$ cat src/rtl/strobe_pkg.sv
package strobe_pkg;
    typedef enum logic [1:0] {
        ST_RESET = 2'd0,
        ST_FETCH = 2'd1,
        ST_XDATA = 2'd2
    } mc_state_e;
endpackage

$ cat src/rtl/rst_qual.sv
module rst_qual #(
    parameter int CYCLES = 24
) (
    input  logic clk,
    input  logic rst_pin,
    output logic core_rst
);
    localparam int W = $clog2(CYCLES + 1);
    localparam logic [W-1:0] LIM = W'(CYCLES);

    logic [W-1:0] cnt;

    always_ff @(posedge clk) begin
        if (!rst_pin)
            cnt <= '0;
        else if (cnt != LIM)
            cnt <= cnt + 1'b1;
    end

    assign core_rst = (cnt == LIM);
endmodule

$ cat src/rtl/aux_reg.sv
module aux_reg #(
    parameter int          AW   = 8,
    parameter int          DW   = 8,
    parameter logic [AW-1:0] ADDR = 8'h8E
) (
    input  logic          clk,
    input  logic          core_rst,
    input  logic [AW-1:0] addr,
    input  logic [DW-1:0] wdata,
    input  logic          we,
    output logic [DW-1:0] rdata,
    output logic          quiet
);
    logic hit;
    assign hit = (addr == ADDR);

    always_ff @(posedge clk) begin
        if (core_rst)
            quiet <= 1'b0;
        else if (we && hit)
            quiet <= wdata[0];
    end

    always_comb begin
        rdata = '0;
        if (hit)
            rdata[0] = quiet;
    end
endmodule

$ cat src/rtl/cycle_seq.sv
module cycle_seq
    import strobe_pkg::*;
#(
    parameter int PHASES = 12,
    localparam int PW = $clog2(PHASES)
) (
    input  logic          clk,
    input  logic          core_rst,
    input  logic          xdata_cycle,
    input  logic          movx_instr,
    input  logic          ext_exec,
    input  logic          quiet,
    output mc_state_e     state,
    output logic [PW-1:0] phase,
    output logic          ale_en,
    output logic          ext_q
);
    localparam logic [PW-1:0] LAST = PW'(PHASES - 1);

    mc_state_e nxt;
    logic      boundary;

    assign boundary = (state == ST_RESET) || (phase == LAST);

    always_comb begin
        nxt = state;
        unique case (state)
            ST_RESET: nxt = xdata_cycle ? ST_XDATA : ST_FETCH;
            ST_FETCH,
            ST_XDATA: if (boundary) nxt = xdata_cycle ? ST_XDATA : ST_FETCH;
            default:  nxt = ST_RESET;
        endcase
    end

    always_ff @(posedge clk) begin
        if (core_rst)
            state <= ST_RESET;
        else
            state <= nxt;
    end

    always_ff @(posedge clk) begin
        if (core_rst || state == ST_RESET)
            phase <= '0;
        else if (phase == LAST)
            phase <= '0;
        else
            phase <= phase + 1'b1;
    end

    always_ff @(posedge clk) begin
        if (core_rst) begin
            ale_en <= 1'b0;
            ext_q  <= 1'b0;
        end else if (boundary) begin
            ale_en <= !quiet || ext_exec || movx_instr;
            ext_q  <= ext_exec;
        end
    end
endmodule

$ cat src/rtl/strobe_dec.sv
module strobe_dec
    import strobe_pkg::*;
#(
    parameter int PHASES    = 12,
    parameter int ALE_W     = 2,
    parameter int PSEN_LEAD = 3,
    parameter int PSEN_W    = 3,
    localparam int PW = $clog2(PHASES)
) (
    input  mc_state_e     state,
    input  logic [PW-1:0] phase,
    input  logic          ale_en,
    input  logic          ext_q,
    output logic          ale,
    output logic          psen_n
);
    localparam int HALF = PHASES / 2;
    localparam logic [PW-1:0] HALF_P = PW'(HALF);
    localparam logic [PW-1:0] ALE_END = PW'(ALE_W);
    localparam logic [PW-1:0] PS_BEG  = PW'(PSEN_LEAD);
    localparam logic [PW-1:0] PS_END  = PW'(PSEN_LEAD + PSEN_W);

    logic          second;
    logic [PW-1:0] in_half;
    logic          ale_slot;
    logic          psen_slot;

    assign second    = (phase >= HALF_P);
    assign in_half   = second ? phase - HALF_P : phase;
    assign ale_slot  = (in_half < ALE_END);
    assign psen_slot = (in_half >= PS_BEG) && (in_half < PS_END);

    always_comb begin
        ale    = 1'b0;
        psen_n = 1'b1;
        unique case (state)
            ST_RESET: begin
                ale    = 1'b0;
                psen_n = 1'b1;
            end
            ST_FETCH: begin
                ale    = ale_en ? ale_slot : 1'b1;
                psen_n = !(ext_q && psen_slot);
            end
            ST_XDATA: begin
                ale    = ale_en ? (ale_slot && !second) : 1'b1;
                psen_n = 1'b1;
            end
            default: begin
                ale    = 1'b0;
                psen_n = 1'b1;
            end
        endcase
    end
endmodule

$ cat src/rtl/bus_strobe_gen.sv
module bus_strobe_gen
    import strobe_pkg::*;
#(
    parameter int          PHASES    = 12,
    parameter int          RST_MC    = 2,
    parameter int          ALE_W     = 2,
    parameter int          PSEN_LEAD = 3,
    parameter int          PSEN_W    = 3,
    parameter int          AW        = 8,
    parameter int          DW        = 8,
    parameter logic [AW-1:0] AUX_ADDR = 8'h8E
) (
    input  logic          clk,
    input  logic          rst_pin,
    input  logic          xdata_cycle,
    input  logic          movx_instr,
    input  logic          ext_exec,
    input  logic [AW-1:0] cfg_addr,
    input  logic [DW-1:0] cfg_wdata,
    input  logic          cfg_we,
    output logic [DW-1:0] cfg_rdata,
    output logic          ale,
    output logic          psen_n
);
    localparam int PW = $clog2(PHASES);

    logic          core_rst;
    logic          quiet;
    mc_state_e     st;
    logic [PW-1:0] ph;
    logic          ale_en;
    logic          ext_q;

    rst_qual #(.CYCLES(RST_MC * PHASES)) u_rst (
        .clk     (clk),
        .rst_pin (rst_pin),
        .core_rst(core_rst)
    );

    aux_reg #(.AW(AW), .DW(DW), .ADDR(AUX_ADDR)) u_aux (
        .clk     (clk),
        .core_rst(core_rst),
        .addr    (cfg_addr),
        .wdata   (cfg_wdata),
        .we      (cfg_we),
        .rdata   (cfg_rdata),
        .quiet   (quiet)
    );

    cycle_seq #(.PHASES(PHASES)) u_seq (
        .clk        (clk),
        .core_rst   (core_rst),
        .xdata_cycle(xdata_cycle),
        .movx_instr (movx_instr),
        .ext_exec   (ext_exec),
        .quiet      (quiet),
        .state      (st),
        .phase      (ph),
        .ale_en     (ale_en),
        .ext_q      (ext_q)
    );

    strobe_dec #(
        .PHASES(PHASES), .ALE_W(ALE_W),
        .PSEN_LEAD(PSEN_LEAD), .PSEN_W(PSEN_W)
    ) u_dec (
        .state (st),
        .phase (ph),
        .ale_en(ale_en),
        .ext_q (ext_q),
        .ale   (ale),
        .psen_n(psen_n)
    );
endmodule

$ cat config.mk
export PLATFORM = sky130hd
export DESIGN_NAME = bus_strobe_gen
export DESIGN_NICKNAME = d
export VERILOG_FILES = /design/src/rtl/strobe_pkg.sv /design/src/rtl/rst_qual.sv /design/src/rtl/aux_reg.sv /design/src/rtl/cycle_seq.sv /design/src/rtl/strobe_dec.sv /design/src/rtl/bus_strobe_gen.sv
export SDC_FILE = /design/constraint.sdc
export NUM_CORES = 1
export LEC_CHECK = 0
export ABC_AREA = 1
export BUFFER_PORTS_ARGS = -buffer_cell sky130_fd_sc_hd__buf_2
export CELL_PAD_IN_SITES_DETAIL_PLACEMENT = 2
export CELL_PAD_IN_SITES_GLOBAL_PLACEMENT = 2
export CORE_UTILIZATION = 28
export CTS_BUF_LIST = sky130_fd_sc_hd__clkbuf_8
export CTS_CLUSTER_DIAMETER = 100
export DETAILED_ROUTE_END_ITERATION = 6
export HOLD_SLACK_MARGIN = 0.12
export PLACE_DENSITY = 0.91
export SLEW_MARGIN = 10
export SYNTH_ARGS = -nofsm -noshare
export SYNTH_HDL_FRONTEND = slang
export SYNTH_SLANG_ARGS = --single-unit
$ cat constraint.sdc
create_clock -name clk -period 2.91 [get_ports clk]
set_clock_uncertainty 0.2 [all_clocks]
set_input_delay 0.4365 -clock clk [delete_from_list [all_inputs] [get_ports clk]]
set_output_delay 0.4365 -clock clk [all_outputs]
set_load 0.05 [all_outputs]
# Yosys cells after proc, flatten, opt, wreduce, memory -nomap -nowiden
# Cells that the tools add are included.
[word_totals]
out_inout_bits = 10
ff_bits = 14
input_bits = 22
wordCells = 43
[classes]
n_mux = 9
magnitude_cmp = 4
addsub = 3
reduce_logical = 14
eq_ne = 7
[ops]
columns = ["operator", "count"]
rows = [
  ["$eq A8 B8 Y1 const B", 1],
  ["$add A5 B1 Y5 const B", 1],
  ["$eq A5 B5 Y1 const B", 1],
  ["$ne A5 B5 Y1 const B", 1],
  ["$add A4 B1 Y4 const B", 1],
  ["$eq A4 B4 Y1 const B", 1],
  ["$ge A4 B2 Y1 const B", 1],
  ["$ge A4 B3 Y1 const B", 1],
  ["$logic_and A1 B1 Y1", 4],
  ["$logic_or A1 B1 Y1", 4],
  ["$lt A4 B2 Y1 const B", 1],
  ["$lt A4 B3 Y1 const B", 1],
  ["$mux W1", 4],
  ["$mux W2", 2],
  ["$mux W4", 1],
  ["$pmux W2 S2", 1],
  ["$reduce_or A2 Y1", 2],
  ["$sub A4 B3 Y4 const B", 1],
  ["$logic_not A1 Y1", 3],
  ["$eq A2 B1 Y1 const B", 1],
  ["$eq A2 B2 Y1 const B", 1],
  ["$logic_not A2 Y1", 1],
  ["$ne A2 B1 Y1 const B", 1],
  ["$pmux W1 S2", 1],
]

# Depth between registers and ports, before layout
# Gate-level depths: netlist (run 1).
[depth]
word_depth = 7
mapped_depth = 9
ltp_nobuf = 9

# Cells and area by module
# From an unflattened synthesis (run 1), not the netlist that was laid out.
[hier_totals]
cells_unflattened = 147
hier_area_um2 = 1032.2
[modules_own_cells]
columns = ["mod", "seq_area_each_um2", "instances", "cells_per_inst", "area_per_inst_um2"]
rows = [
  ["cycle_seq", 160.2, 1, 51, 427.9],
  ["rst_qual", 100.1, 1, 37, 270.3],
  ["aux_reg", 20.0, 1, 30, 177.7],
  ["strobe_dec", 0.0, 1, 29, 156.4],
]

# Worst setup path before layout (run 1)
# OpenSTA, ideal clock, no wires.
[synth_path]
kind = "register to output"
startpoint = "register u_seq.phase[0]"
endpoint = "output ale"
slack_ns = 0.692
path_stages_with_launch = 10
arrival_ns = 1.581
t_required_ns = 2.274
cell_sequence = "dfxtp_1 > inv_1 > ha_1 > nand2_1 > nand3_1 > nand2_1 > nand2_1 > nand2_1 > nand2_1 > nor2_1"
[synth_between]
elab_chain_cells = 6
word_cells_on_any_way = 9
classes_between = "add/sub (1); order compare (2); mux (4); reduce/logical (2)"
[synth_lines]
columns = ["item", "line_no", "source"]
rows = [
  ["start: declaration", "cycle_seq.sv:14", "output logic [PW-1:0] phase,"],
  ["start signal: assignment", "cycle_seq.sv:48", "phase <= phase + 1'b1;"],
  ["$sub A4 B3 Y4 or $ge A4 B3 Y1 (tied branches)", "strobe_dec.sv:29, strobe_dec.sv:28", ""],
  ["$mux W4", "strobe_dec.sv:29", "assign in_half = second ? phase - HALF_P : phase;"],
  ["$lt A4 B2 Y1", "strobe_dec.sv:30", "assign ale_slot = (in_half < ALE_END);"],
  ["$logic_and A1 B1 Y1", "strobe_dec.sv:46", "ale = ale_en ? (ale_slot && !second) : 1'b1;"],
  ["$mux W1", "strobe_dec.sv:46", ""],
  ["$pmux W1 S2 (*)", "strobe_dec.sv:36", "unique case (state)"],
  ["end: declaration", "bus_strobe_gen.sv:22", "output logic ale,"],
]
# Mark *: on every way between the ends. The rest lies on a longest branch, timed or not.

# Worst setup path in the final report (run 1)
# Ends and elaborated chain as after synthesis.

==> out/qor.yml, run 1 <==
synth_commonest_cells: "32 x nand2_1, 22 x inv_1, 15 x nor2_1"
die_y_microns: 59.0
r2r_end: "u_seq.ale_en"
place_area_sq_um: 1020
tns_ns: 0
synth_area_per_cell_sq_um: 6.75
n_antenna_cell: 0
netlist_instances: 135
end_kind: "output port"
synth-edff-count: 0
ys_async_sr_fraction_pct: 0
antenna_found_initial: 0
synth_top_cell_by_area: "dfxtp_1"
clockRootBuffer: "clkbuf_8"
worstSetupPathType: "register to output port"
grt_usage_pct: 16.4
avgRoutedWirePerCell_microns: 12.4
drc: 0
grt_pass1_vias: 948
gp_congestion: 0.738
min-delay-start: "cfg_wdata[0]"
io_pins: 32
ys.flop_type: "dfxtp_1"
synthTopCellsByArea: "dfxtp_1 31%, nand2_1 13%, ha_1 12%, inv_1 9.1%, nor2_1 6.2%"
dr.pass1.iters: 2
vias: 864
htreeDepth: 1
ys_types: 20
critPathMaxFanout: 4
wirelength_mm: 2.45
ys_warn_count: 0
fin_ws_ns: 0.610
max_freq_ghz: 0.435
start_kind: "register"
report.power.total_uw: 957
cp_slowest_cell: "dfxtp_1"
grt_pass1_wl_mm: 4.11
final_area_sq_um: 1060
syn_area_sq_um: 911
ant_nets: 0
grt_max_degree: 8
min_period_over_period_pct: 79.0
status: "completed"
clk_path_buf_depth: 2
viasPerCell: 4.36
cts_made_buffers: 3
holdPathEnd: "u_aux.quiet"
setup_viol: 0
clock-sinks: 14
rsz0062_at_grt: "false"
max_stage_delay_ns: 0.35
synth.most_common_cell: "nand2_1"
ctsResizeCount: 0
ir_worst_vdd_v: 0.000397
rrSetupSlack_ns: 1.34
p_leak_uw: 0.000556
crit_chain: "inv_1 -> ha_1 -> nand2_1 -> nand3_1 -> nand2_1 -> nand2_1 -> nand2_1 -> nand2_1 -> nor2_1 -> buf_2"
core_area_sq_um: 3080
yosysTopAreaCellShare_pct: 30.8
cp.required_ns: 2.27
r2r_cells: 6
whs_path_depth: 3
hold_viol: 0
post-cts-setup-buffers: 0
fin_crit_ns: 2.30
area_growth_pct: 16.6
num_rows: 20
fill_cells: 392
first_iter_violations: 18
cts_tree: "built"
placement.io_buffers: 17
hpwl_mm: 2.08
p_per_area_nw_per_um2: 901
drv_cap: 0
clk_latency_ns: 0.25
cts_hold_buffers: 0
ys_seq_area_share_pct: 30.8
multi_input_area_sq_um: 518
ys_ff_latch: 14
initial_core_util_pct: 29.6
regArea_sq_um: 280
finalMaxSlewViolations: 0
final_util_pct: 34.5
crit_arrival_ns: 1.66
grt_overflow: 0
path_clk_slew_ns: 0.05
hold_class: "input pin to register"
r2r_start: "u_seq.phase[1]"
die_w_microns: 59.0
post-place-ws_ns: 0.859
fp.dieArea_sq_um: 3490
drive_gt1_share_pct: 16.2
path_common_cell: "nand2_1"
nNetsFinal: 187
==> worst max path at each step <==
| stage | cells after the start | start | end | slack, ns |
|---|---|---|---|---|
| finish | 10 | u_seq.phase[0] | ale | 0.61 |
| global route | 10 | u_seq.phase[0] | ale | 0.45 |
| CTS | 10 | u_seq.phase[0] | ale | 0.58 |
| detailed placement | 10 | u_seq.phase[0] | ale | 0.86 |
| global placement | 10 | u_seq.phase[0] | ale | 0.91 |
| floorplan | 9 | u_seq.phase[0] | ale | 0.69 |
==> cell type report <==
class,instances,area share (%)
Tap cell,44,5.18
Sequential cell,14,26.4
Multi-Input combinational cell,98,48.8
Clock buffer,3,3.89
Inverter,22,7.77
Timing Repair Buffer,17,8.01
==> per-layer routing <==
| metal | global-route usage, % | vias to the layer above | share of wire (%) | wire (microns) |
|---|---|---|---|---|
| li1 | - | 443 | - | - |
| met1 | 15.9 | 410 | 38 | 922 |
| met2 | 32.5 | 7 | 59 | 1440 |
| met3 | 3.93 | 4 | 2.1 | 51 |
| met4 | 7.14 | 0 | 1.4 | 34 |
| met5 | 0 | - | 0 | 0 |
==> where the power goes <==
part	switching, uW	internal, uW
Combinational	325	166
Clock	66.6	91.7
Sequential	58.8	249
==> cell usage in the layout, fill, tap and decap left out, types with 2 or more instances in the layout <==
| cell | n |
|---|---|
| conb_1 | 7 |
| o21ai_0 | 6 |
| clkbuf_8 | 3 |
| nor2_1 | 15 |
| dfxtp_1 | 14 |
| xnor2_1 | 2 |
| nand3_1 | 10 |
| buf_2 | 17 |
| or2_0 | 2 |
| ha_1 | 9 |
| or2_2 | 2 |
| inv_1 | 22 |
| a21oi_1 | 6 |
| nand2_1 | 32 |
==> registers in the layout, indices dropped and copies added, names as in the netlist <==
signal,cells
u_seq.ext_q,1
u_seq.phase,4
u_rst.cnt,5
u_aux.quiet,1
u_seq.state,2
u_seq.ale_en,1
==> through the flow <==
stage,instances,hold slack [ns]
after floorplan,141,0.217
after global placement,195,0.234
after detailed placement,195,0.241
after CTS,198,0.218
after global routing,198,0.239
final,198,0.225
==> worst max-delay path: cells and delay by family (launching register included) <==
kind	cells	cell delay (ns)
simple gates	7	0.50
buf+inv	2	0.35
fa+ha+maj	1	0.20
flops	1	0.35
==> kinds of logic after synthesis <==
family          after synthesis  synth area share [%]
buf+inv                      29                  14.8
compound gates               14                  8.38
other cells                   1                 0.412
simple gates                 66                  31.3
flops                        14                  30.8
fa+ha+maj                     9                  12.4
xor+xnor                      2                  1.92
Note: power is estimated with default switching activity, not from simulation.
==> run 2, diff against run 1 <==
--- a/config.mk
+++ b/config.mk
@@ -9,12 +9,12 @@
 export BUFFER_PORTS_ARGS = -buffer_cell sky130_fd_sc_hd__buf_2
 export CELL_PAD_IN_SITES_DETAIL_PLACEMENT = 2
 export CELL_PAD_IN_SITES_GLOBAL_PLACEMENT = 2
-export CORE_UTILIZATION = 28
+export CORE_UTILIZATION = 26
 export CTS_BUF_LIST = sky130_fd_sc_hd__clkbuf_8
 export CTS_CLUSTER_DIAMETER = 100
 export DETAILED_ROUTE_END_ITERATION = 6
 export HOLD_SLACK_MARGIN = 0.12
-export PLACE_DENSITY = 0.91
+export PLACE_DENSITY = 0.86
 export SLEW_MARGIN = 10
 export SYNTH_ARGS = -nofsm -noshare
 export SYNTH_HDL_FRONTEND = slang
==> constraint.sdc (replaced) <==
create_clock -name clk -period 2.2 [get_ports clk]
set_clock_uncertainty 0.2 [all_clocks]
set_input_delay 0.33 -clock clk [delete_from_list [all_inputs] [get_ports clk]]
set_output_delay 0.33 -clock clk [all_outputs]
set_load 0.05 [all_outputs]
==> run 2 against run 1 <==
Non-clock buffer count unchanged. Wire length decreased by 1.8%. Setup slack got worse by 0.45 ns. Cell count rose by 1.0%. Sequential share of layout area fell by 0.29 points. Hold slack got worse by 0.095 ns. Largest cell class unchanged. Count of clock-buffer cells in the layout unchanged. Global-route usage decreased by 1.8 points.
==> out/qor.yml, run 2 (same netlist as run 1, synthesis figures left out) <==
min_period_over_period_pct: 92.8
htreeDepth: 1
r2r_cells: 5
hpwl_mm: 1.98
core_area_sq_um: 3340
ant_nets: 0
rsz0062_at_grt: "false"
final_common_cell: "nand2_1"
grt_overflow: 0
post-cts-setup-buffers: 0
io_pins: 32
cts_hold_buffers: 0
finalMaxSlewViolations: 0
clockRootBuffer: "clkbuf_8"
drc: 0
fin_crit_ns: 2.04
end_kind: "output port"
multi_input_area_sq_um: 528
whs_ns: 0.130
hold_viol: 0
final_area_sq_um: 1080
setup_viol: 0
grt_max_degree: 8
placement.io_buffers: 17
hold_class: "input pin to register"
path_clk_slew_ns: 0.06
fp.dieArea_sq_um: 3740
p_leak_uw: 0.000564
vias: 867
dr.pass1.iters: 3
status: "completed"
antenna_found_initial: 0
largest_reg_flops: 5
fill_cells: 421
grt_usage_pct: 14.6
whs_path_depth: 3
wirelength_mm: 2.41
tns_ns: 0
place_area_sq_um: 1020
layout_common_cells: "31 x nand2_1, 22 x inv_1, 16 x buf_2"
first_iter_violations: 3
cts_made_buffers: 3
num_rows: 21
top_regs: "u_rst.cnt x5, u_seq.phase x4, u_seq.state x2"
critPathMaxFanout: 4
start_kind: "register"
drive_gt1_share_pct: 19.5
clk_path_buf_depth: 2
worstSetupPathType: "register to output port"
area_growth_pct: 19.0
grt_pass1_wl_mm: 3.95
max_freq_ghz: 0.490
clock-sinks: 14
clk_latency_ns: 0.24
grt_pass1_vias: 918
cts_tree: "built"
nNetsFinal: 187
avgRoutedWirePerCell_microns: 12.0
initial_core_util_pct: 27.3
top_register: "u_rst.cnt"
gp_congestion: 0.772
regArea_sq_um: 283
n_antenna_cell: 0
die_y_microns: 61.2
viasPerCell: 4.34
crit_arrival_ns: 1.51
ir_worst_vdd_v: 0.000438
drv_cap: 0
cp.required_ns: 1.67
p_per_area_nw_per_um2: 1200
die_w_microns: 61.2
[run 2: cell counts in the layout (fill, tap and decap cells not counted)]
Identical to the previous run, type by type.
[run 2: worst max-delay path, cell delays in order, from the launching register on]
cell	delay [ns]
dfxtp_2	0.33
inv_1	0.11
ha_1	0.17
nand2_2	0.08
nand3_1	0.09
nand2_1	0.07
a21boi_0	0.21
nor2_2	0.07
buf_6	0.15
[run 2: final timing paths]
check        slack, ns           start             end
min reg2reg       0.22  u_seq.phase[0]  u_seq.phase[0]
min               0.13    cfg_wdata[0]     u_aux.quiet
max               0.16  u_seq.phase[0]             ale
max reg2reg       0.67    u_rst.cnt[0]  u_seq.phase[2]
[run 2: routing by layer]
layer / wire length (microns) / part of all wire, % / vias to the layer above / GRT usage [%]
li1: - / - / 441 / -
met1: 896 / 37 / 415 / 14.0
met2: 1450 / 60 / 9 / 30.9
met3: 58 / 2.4 / 2 / 3.78
met4: 4 / 0.17 / 0 / 1.95
met5: 0 / 0 / - / 0
[run 2: what timing repair did]
action	in CTS	in global routing
gates resized for setup	1	6
setup endpoints to repair	1	2
pin swaps	0	0
[run 2: report_power, final]
| group | leakage, uW | internal [uW] | switching (uW) |
|---|---|---|---|
| sequential | 0.000116 | 334 | 81.9 |
| combinational | 0.000426 | 241 | 432 |
| clock | 0.0000216 | 121 | 93.1 |
[run 2: stage by stage]
stage          total power (uW)  utilization [%]  cells  setup WS, ns
2_1_floorplan               896                -    141        0.0888
3_3_place_gp               1010             30.7    197         0.304
3_5_place_dp               1060             30.7    197         0.249
4_1_cts                    1300             32.0    200        0.0318
5_1_grt                    1420             32.5    200        0.0228
6_report                   1300             32.5    200         0.159
[run 2: layout make-up]
class | count | area share, %
multi-input cells | 98 | 48.7
well taps | 46 | 5.31
inverters | 22 | 7.62
clock buffers | 3 | 3.81
flip-flops and latches | 14 | 26.1
repair buffers | 17 | 8.43
==> run 3, diff against run 2 <==
--- a/config.mk
+++ b/config.mk
@@ -9,12 +9,12 @@
 export BUFFER_PORTS_ARGS = -buffer_cell sky130_fd_sc_hd__buf_2
 export CELL_PAD_IN_SITES_DETAIL_PLACEMENT = 2
 export CELL_PAD_IN_SITES_GLOBAL_PLACEMENT = 2
-export CORE_UTILIZATION = 26
+export CORE_UTILIZATION = 28
 export CTS_BUF_LIST = sky130_fd_sc_hd__clkbuf_8
 export CTS_CLUSTER_DIAMETER = 100
 export DETAILED_ROUTE_END_ITERATION = 6
 export HOLD_SLACK_MARGIN = 0.12
-export PLACE_DENSITY = 0.86
+export PLACE_DENSITY = 0.91
 export SLEW_MARGIN = 10
 export SYNTH_ARGS = -nofsm -noshare
 export SYNTH_HDL_FRONTEND = slang
==> constraint.sdc (replaced) <==
create_clock -name clk -period 2.4 [get_ports clk]
set_clock_uncertainty 0.2 [all_clocks]
set_input_delay 0.36 -clock clk [delete_from_list [all_inputs] [get_ports clk]]
set_output_delay 0.36 -clock clk [all_outputs]
set_load 0.05 [all_outputs]
==> run 3 against run 2 <==
Register-to-register slack gained 0.15 ns. Core utilization grew 2.1 points. Wire length grew 6.9%. Die area shrank 6.9%. Flip-flop and latch count is the same. Highest routed layer unchanged.
==> out/qor.yml, run 3 (same netlist as run 1, synthesis figures left out) <==
tns_ns: 0
nNetsFinal: 187
vias: 886
finalMaxSlewViolations: 0
initial_core_util_pct: 29.6
io_pins: 32
grt_pass1_vias: 987
whs_ns: 0.157
p_clk_share_pct: 16.3
use_met1_pct: 14.9
crit_arrival_ns: 1.62
hpwl_mm: 2.17
placement.io_buffers: 17
avgRoutedWirePerCell_microns: 13.0
grt.met2_usage_pct: 35.1
drc: 0
first_iter_violations: 7
clk_path_buf_depth: 2
top_register: "u_rst.cnt"
fp.dieArea_sq_um: 3490
grt_usage_pct: 16.7
ant_nets: 0
area_growth_pct: 16.9
post-cts-setup-buffers: 0
cts_hold_buffers: 0
seq_power_share_pct: 31.9
final_common_cell: "nand2_1"
path_clk_slew_ns: 0.05
grt_max_degree: 8
clk_latency_ns: 0.24
max_freq_ghz: 0.458
htreeDepth: 1
die_y_microns: 59.0
gp_congestion: 0.737
hold_viol: 0
cts_made_buffers: 3
n_antenna_cell: 0
cp.required_ns: 1.84
viasPerCell: 4.47
layout_common_cells: "32 x nand2_1, 22 x inv_1, 16 x buf_2"
clock-sinks: 14
largest_reg_flops: 5
worstSetupPathType: "register to output port"
status: "completed"
r2r_cells: 8
wirelength_mm: 2.57
ir_worst_vdd_v: 0.000497
num_rows: 20
hold_class: "input pin to register"
die_w_microns: 59.0
dr.pass1.iters: 2
min_period_over_period_pct: 90.9
start_kind: "register"
fill_cells: 393
grt_busiest_layer: "met2"
fin_crit_ns: 2.18
p_leak_uw: 0.000556
gr-usage-met3_pct: 4.37
antenna_found_initial: 0
p_int_uw: 621
grt_overflow: 0
core_area_sq_um: 3080
drv_cap: 0
whs_path_depth: 3
critPathMaxFanout: 4
ctsResizeCount: 0
top_regs: "u_rst.cnt x5, u_seq.phase x4, u_seq.state x2"
p_comb_share_pct: 51.8
cts_tree: "built"
end_kind: "output port"
p_per_area_nw_per_um2: 1100
grt_pass1_wl_mm: 4.28
clockRootBuffer: "clkbuf_8"
setup_viol: 0
netSwitchingFraction_pct: 46.9
rsz0062_at_grt: "false"
drive_gt1_share_pct: 16.2
power.switching_uw: 548
[run 3: metal layers]
metal  up-vias  part of all wire [%]
met5         -                     0
met4         0                   2.1
met3         8                   3.1
met2        11                    59
met1       425                    36
li1        442                     -
[run 3: worst paths after layout]
check                                    start              to  slack (ns)
worst max-delay path            u_seq.phase[0]             ale        0.22
worst min-delay path              cfg_wdata[0]     u_aux.quiet        0.16
worst max register to register  u_seq.phase[1]  u_seq.state[1]        0.82
worst min register to register  u_seq.phase[0]  u_seq.phase[0]        0.25
[run 3: power groups by stage]
stage	registers [uW]	clock network [uW]	logic, uW
after floorplan	356	0	465
after global placement	373	0	548
after detailed placement	380	0	604
after CTS	374	197	614
after global routing	384	204	691
final	373	191	606
[run 3: critical path: stages (launching register included)]
cell	delay, ns
dfxtp_1	0.35
inv_1	0.10
ha_1	0.20
nand2_1	0.10
nand3_1	0.11
nand2_1	0.07
nand2_1	0.05
nand2_1	0.05
nand2_1	0.05
nor2_1	0.08
buf_4	0.20
[run 3: area by class of cell]
cell class,instances,area (sq um),area share (%)
Tap cell,44,55.1,5.17
Multi-Input combinational cell,98,518,48.6
Sequential cell,14,280,26.3
Clock buffer,3,41.3,3.88
Inverter,22,82.6,7.76
Timing Repair Buffer,17,87.6,8.23
[run 3: metrics by stage]
step | total power (uW) | cells | utilization (%) | worst slack [ns] | area (sq um)
floorplan | 821 | 141 | - | 0.259 | 933
global placement | 921 | 195 | 33.2 | 0.475 | 1020
detailed placement | 983 | 195 | 33.2 | 0.411 | 1020
CTS | 1190 | 198 | 34.5 | 0.141 | 1060
global route | 1280 | 198 | 34.6 | 0.0282 | 1060
finish | 1170 | 198 | 34.6 | 0.218 | 1060
